==> config.mk <==
export PLATFORM = sky130hd
export DESIGN_NAME = host_cycle_handshake
export DESIGN_NICKNAME = d
export VERILOG_FILES = /design/src/rtl/host_cycle_handshake.sv
export SDC_FILE = /design/constraint.sdc
export NUM_CORES = 1
export LEC_CHECK = 0
export ABC_AREA = 1
export BUFFER_PORTS_ARGS = -buffer_cell sky130_fd_sc_hd__buf_2
export CORE_UTILIZATION = 42
export CTS_BUF_LIST = sky130_fd_sc_hd__clkbuf_16
export CTS_CLUSTER_DIAMETER = 150
export CTS_CLUSTER_SIZE = 12
export DETAILED_ROUTE_END_ITERATION = 10
export HOLD_SLACK_MARGIN = 0.1
export PLACE_DENSITY = 0.71
export SYNTH_ARGS = -nofsm -noshare
export SYNTH_HDL_FRONTEND = slang
export SYNTH_SLANG_ARGS = --single-unit
==> constraint.sdc <==
create_clock -name clk -period 1.1 [get_ports clk]
set_input_delay 0.22 -clock clk [delete_from_list [all_inputs] [get_ports clk]]
set_output_delay 0.22 -clock clk [all_outputs]
set_load 0.01 [all_outputs]
==> src/rtl/host_cycle_handshake.sv <==
module host_cycle_handshake #(
  parameter int SYNC_STAGES = 2,
  parameter int FN_W        = 3,
  parameter int USER_W      = 2
) (
  input  logic              clk,
  input  logic              rst_n,
  input  logic              word_go,
  input  logic              dir_to_host,
  input  logic              burst,
  input  logic              abort_req,
  input  logic [USER_W-1:0] user_in,
  input  logic              creq_act_low,
  input  logic              busy_act_low,
  input  logic              irq_clr,
  input  logic              host_busy,
  input  logic              host_ready,
  input  logic              host_init,
  input  logic [FN_W-1:0]   host_fn,
  output logic              cyc_req,
  output logic [1:0]        cyc_type,
  output logic              single_cyc_n,
  output logic              attn,
  output logic [USER_W-1:0] user_out,
  output logic              word_done,
  output logic              abort_irq,
  output logic [7:0]        status
);
  localparam int IN_W = FN_W + 3;

  typedef enum logic [1:0] {S_IDLE, S_REQ, S_WAIT} st_t;

  logic [IN_W-1:0] sync_q [SYNC_STAGES];
  logic [IN_W-1:0] sync_s;
  logic            busy_act, ready_s, init_s, fn2_s;
  logic [FN_W-1:0] fn_s;
  st_t             st;
  logic            pend, dir_q;

  always_ff @(posedge clk or negedge rst_n) begin
    if (!rst_n) begin
      for (int i = 0; i < SYNC_STAGES; i++) sync_q[i] <= '0;
    end else begin
      sync_q[0] <= {host_fn, host_init, host_ready, host_busy};
      for (int i = 1; i < SYNC_STAGES; i++) sync_q[i] <= sync_q[i-1];
    end
  end

  assign sync_s   = sync_q[SYNC_STAGES-1];
  assign busy_act = sync_s[0] ^ busy_act_low;
  assign ready_s  = sync_s[1];
  assign init_s   = sync_s[2];
  assign fn_s     = sync_s[3 +: FN_W];
  assign fn2_s    = fn_s[1];

  always_ff @(posedge clk or negedge rst_n) begin
    if (!rst_n) begin
      st           <= S_IDLE;
      pend         <= 1'b0;
      dir_q        <= 1'b0;
      word_done    <= 1'b0;
      abort_irq    <= 1'b0;
      single_cyc_n <= 1'b1;
      attn         <= 1'b0;
      user_out     <= '0;
    end else begin
      word_done    <= 1'b0;
      single_cyc_n <= ~burst;
      attn         <= abort_req;
      user_out     <= user_in;
      if (fn2_s) begin
        abort_irq <= 1'b1;
        pend      <= 1'b0;
        st        <= S_IDLE;
      end else begin
        if (irq_clr) abort_irq <= 1'b0;
        case (st)
          S_IDLE: begin
            if (pend && !busy_act && ready_s) begin
              st   <= S_REQ;
              pend <= 1'b0;
            end else if (word_go && !pend) begin
              pend  <= 1'b1;
              dir_q <= dir_to_host;
            end
          end
          S_REQ:  if (busy_act) st <= S_WAIT;
          S_WAIT: if (!busy_act) begin
            st        <= S_IDLE;
            word_done <= 1'b1;
          end
          default: st <= S_IDLE;
        endcase
      end
    end
  end

  assign cyc_req  = (st == S_REQ) ^ creq_act_low;
  assign cyc_type = {dir_q, 1'b0};
  assign status   = {2'b00, (st == S_IDLE) && !pend, ready_s, init_s, fn_s};
endmodule

### Word-level counts from Yosys, hierarchy flattened

Cells that the tools add are included.

| operators by class | value |
|---|---|
| $mul | 0 |
| bitwise gates (word level) | 5 |
| eq/ne operators | 5 |
| shift-type cells | 0 |
| muxes and demuxes | 14 |
| $lt $le $gt $ge | 0 |
| reduce and logical (&&, ||, !) cells | 13 |
| div/mod/pow operators | 0 |
| add/sub/neg operators | 0 |

Operators with widths:

| kind | count |
|---|---|
| 1-bit 2-to-1 mux | 9 |
| 3-bit inequality test, second input constant | 3 |
| 2-bit 2-to-1 mux | 4 |
| 2-bit one-hot mux with 3 select lines | 1 |
| 1-bit logical AND | 4 |
| 4-bit AND reduction | 1 |
| 2-bit nonzero test | 2 |
| 1-bit NOT | 3 |
| 3-bit AND reduction | 1 |
| 3-bit nonzero test | 1 |
| 2-bit by 1-bit equality test with 1-bit output, second input constant | 1 |
| 2-bit equality test, second input constant | 1 |
| 1-bit zero test | 2 |
| 2-bit zero test | 1 |
| 2-bit AND reduction | 1 |
| 1-bit XOR | 2 |

| word-level totals | value |
|---|---|
| RAM bits | 0 |
| input bits | 17 |
| bits in read-only memories | 0 |
| memories kept | 0 |
| output and inout port bits | 17 |
| register bits after elaboration | 22 |
| latch bits | 0 |

### Depth between registers and ports, before layout

| depth | value |
|---|---|
| depth in word-level cells | 7 |
| depth in mapped cells | 7 |
| depth with buffers taken out | 7 |

### Worst setup path before layout

OpenSTA, ideal clock, no wires.

| timing path | value |
|---|---|
| path kind | reg-to-output |
| start | reg st[1] |
| end | out cyc_req |
| arrival | 0.727 ns |
| slack | 0.153 ns |
| buffers on the path | 0 |
| cell stages (with the launch flop) | 4 |
| cells stage by stage | dfrtp_1 -> inv_2 -> nand2_1 -> xnor2_1 |

| on the way | value |
|---|---|
| longest elaborated chain between the ends | 2 |

Ends and longest elaborated chain:

| what | line | RTL |
|---|---|---|
| start: declaration | 37 | `st_t st;` |
| start signal: assignment | 58 | `st <= S_IDLE;` |
| start signal: assignment | 74 | `st <= S_IDLE;` |
| start signal: assignment | 80 | `st <= S_REQ;` |
| 2-bit by 1-bit equality test with 1-bit output | 98 | `assign cyc_req = (st == S_REQ) ^ creq_act_low;` |
| 1-bit XOR | 98 |  |
| end: declaration | 20 | `output logic cyc_req,` |

No other way between the ends.

### Worst setup path in the final report

Same ends and word-level chain as after synthesis.

==> flow_metrics.py <==
metrics = {
    "global_route": {
        "grt_pass1_vias": 562,
        "grt_pass1_wl_mm": 2.17,
        "grt_overflow_total": 0,
        "antenna_found_initial": 0,
        "grtUsageTotal_pct": 15.6,
        "grt_max_degree": 23,
    },
    "floorplanning": {
        "dieArea_um2": 2150,
        "initial_core_util_pct": 46.5,
        "ios": 34,
        "die_w_um": 46.4,
        "fp-row-count": 15,
        "core_area_um2": 1780,
        "die_y_um": 46.4,
    },
    "worst_setup_path": {
        "crit_arrival_ns": 1.05,
        "reg2reg_slack_ns": 0.09,
        "end_kind": "output pin",
        "crit_required_ns": 0.88,
        "reg2regPathDepth": 6,
        "worst_setup_path_start_kind": "register",
        "worstPathMaxFanout": 4,
        "path_class": "register to output pin",
    },
    "finish": {
        "final_common_cell": "buf_2",
        "nNetsFinal": 132,
        "instances_no_fill": 139,
        "layout_common_cells": "buf_2 (29), dfrtp_1 (21), nand2_1 (13)",
        "postLayoutCoreUtil_pct": 64.9,
        "design_area_um2": 1160,
        "fill_cells": 145,
        "area_growth_pct": 39.7,
        "n_antenna_cell": 0,
        "layout-drive-gt1-share_pct": 38.6,
    },
    "logic_synthesis": {
        "netlist_instances": 75,
        "synth.cell_area_um2": 828,
        "ys_seq_area_share_pct": 66.6,
        "synth_seq_cells": 22,
        "yosysWarnings": 0,
        "synth_cell_type_count": 18,
        "syn_area_per_cell_um2": 11.0,
    },
    "timing": {
        "setup_violations": 2,
        "finalCritPeriodShare_pct": 116,
        "max_freq_mhz": 785,
        "finalMaxSlewViolations": 0,
        "period_needed_ns": 1.27,
        "rsz0062_at_grt": "true",
        "final.setup_skew_ns": 0.00179,
        "hold_violations": 0,
        "hold_ws_ns": 0.158,
        "setup_slack_ns": -0.174,
    },
    "power_and_ir_drop": {
        "comb_power_share_pct": 11.4,
        "p_int_mw": 1.44,
        "switchingPower_uw": 394,
        "power_mw": 1.84,
        "cellLeakagePower_nw": 0.626,
        "cellPowerDensity_nw_per_um2": 1590,
        "switching_share_pct": 21.5,
        "p_clk_share_pct": 40.5,
        "irDropWorstVdd_uv": 1040,
        "power_frac_seq_pct": 48.1,
    },
    "drt": {
        "wl_per_cell_um": 10.4,
        "wirelength_mm": 1.44,
        "firstDrtPassIters": 4,
        "drt_iter0_drc": 4,
        "ant_nets": 0,
        "via_count": 596,
        "drc": 0,
        "vias_per_cell": 4.29,
    },
    "placement": {
        "hpwlAfterDp_um": 916,
        "place_congestion": 0.731,
        "dp_cells": 123,
        "port_buffers": 30,
        "placed_cell_area_um2": 950,
    },
    "clock_tree": {
        "insertion_delay_ns": 0.25,
        "h-tree-depth": 1,
        "path_clk_slew_ns": 0.06,
        "cts_tree": "built",
        "clkSinkCount": 22,
        "cts-root-buf": "clkbuf_16",
        "clockBufferDepth": 2,
        "cts_buffers": 3,
    },
    "run": {
        "drv_cap": 0,
    },
    "run_status": {
        "violations": "negative setup slack",
        "status": "complete, but fails checks",
    },
    "worst_hold_path": {
        "hold_path_class": "primary input to register",
        "holdPathStages": 2,
    },
}
## cells by family (layout without fill, tap and decap cells)
group / count (synthesis) / in the layout / share of synthesized area (%)
xor gates and xnor gates: 1 / 1 / 1.06
other: 1 / 3 / 0.453
DFF: 22 / 22 / 66.6
AOI/OAI and AO/OA: 3 / 3 / 1.81
and+or+nand+nor: 29 / 29 / 17.4
buffers and inverters: 19 / 56 / 12.7
## synthesized netlist by cell type
cell,instances,area [um^2]
nand2_1,13,48.8
nand2_2,3,18.8
conb_1,1,3.75
o21ai_1,1,5.00
nand3_2,1,10.0
buf_4,9,67.6
inv_2,3,11.3
nor2_2,1,6.26
dfrtp_1,21,526
nor2_1,4,15.0
nand3_1,3,15.0
nand4_1,2,12.5
o21ai_0,2,10.0
xnor2_1,1,8.76
dfstp_2,1,26.3
or2_0,1,6.26
inv_1,7,26.3
nand2_4,1,11.3
## cell type report
| cell class | instances | area [um^2] | area share [%] |
|---|---|---|---|
| multi-input combinational | 36 | 184 | 15.9 |
| clock inverter | 1 | 3.75 | 0.324 |
| clock buffer | 3 | 75.1 | 6.49 |
| timing repair buffer | 42 | 274 | 23.7 |
| tap | 25 | 31.3 | 2.70 |
| sequential | 22 | 552 | 47.7 |
| inverter | 10 | 37.5 | 3.24 |
## metrics by stage
| step | TNS, ns | setup WS (ns) |
|---|---|---|
| after floorplan | 0 | 0.153 |
| after global placement | 0 | 0.127 |
| after detailed placement | 0 | 0.0964 |
| after CTS | -0.320 | -0.164 |
| after global routing | -0.483 | -0.225 |
| final | -0.342 | -0.174 |
## layer usage
layer / part of all wire (%) / global-route usage (%)
met1: 38 / 16.0
met4: 1.5 / 8.82
met5: 0 / 0
met2: 53 / 26.4
met3: 7.3 / 6.27
## flip-flops by register name (all words and copies together), names as in the netlist
signal and flops:
sync_s 6, user_out 2, word_done 1, attn 1, st 2, abort_irq 1
dir_q 1, sync_q 6, pend 1, single_cyc_n 1
## final timing paths
path,from,to
min reg2reg,sync_q[7],sync_s[1]
min,irq_clr,abort_irq
max in group asynchronous,rst_n,single_cyc_n
max,st[1],cyc_req
min in group asynchronous,rst_n,attn
max reg2reg,sync_s[4],st[0]
## power groups by stage
stage / clock [mW] / combinational (mW) / sequential, mW
6_report: 0.744 / 0.210 / 0.884
5_1_grt: 0.793 / 0.237 / 0.888
3_5_place_dp: 0 / 0.177 / 0.896
4_1_cts: 0.755 / 0.210 / 0.883
3_3_place_gp: 0 / 0.172 / 0.894
2_1_floorplan: 0 / 0.115 / 0.898
## critical path, stage by stage, from the launching register on
cell and delay (ns):
dfrtp_1 0.38, inv_2 0.08, nand2_1 0.06, xnor2_1 0.13, buf_2 0.14
## repair_timing
| action | in CTS | in global routing |
|---|---|---|
| hold endpoints to repair | 31 | 0 |
| setup buffers | 1 | 0 |
| hold buffers | 11 | 0 |
| setup endpoints to repair | 3 | 4 |
| gates resized for setup | 1 | 1 |
(Power assumes the default switching activity.)
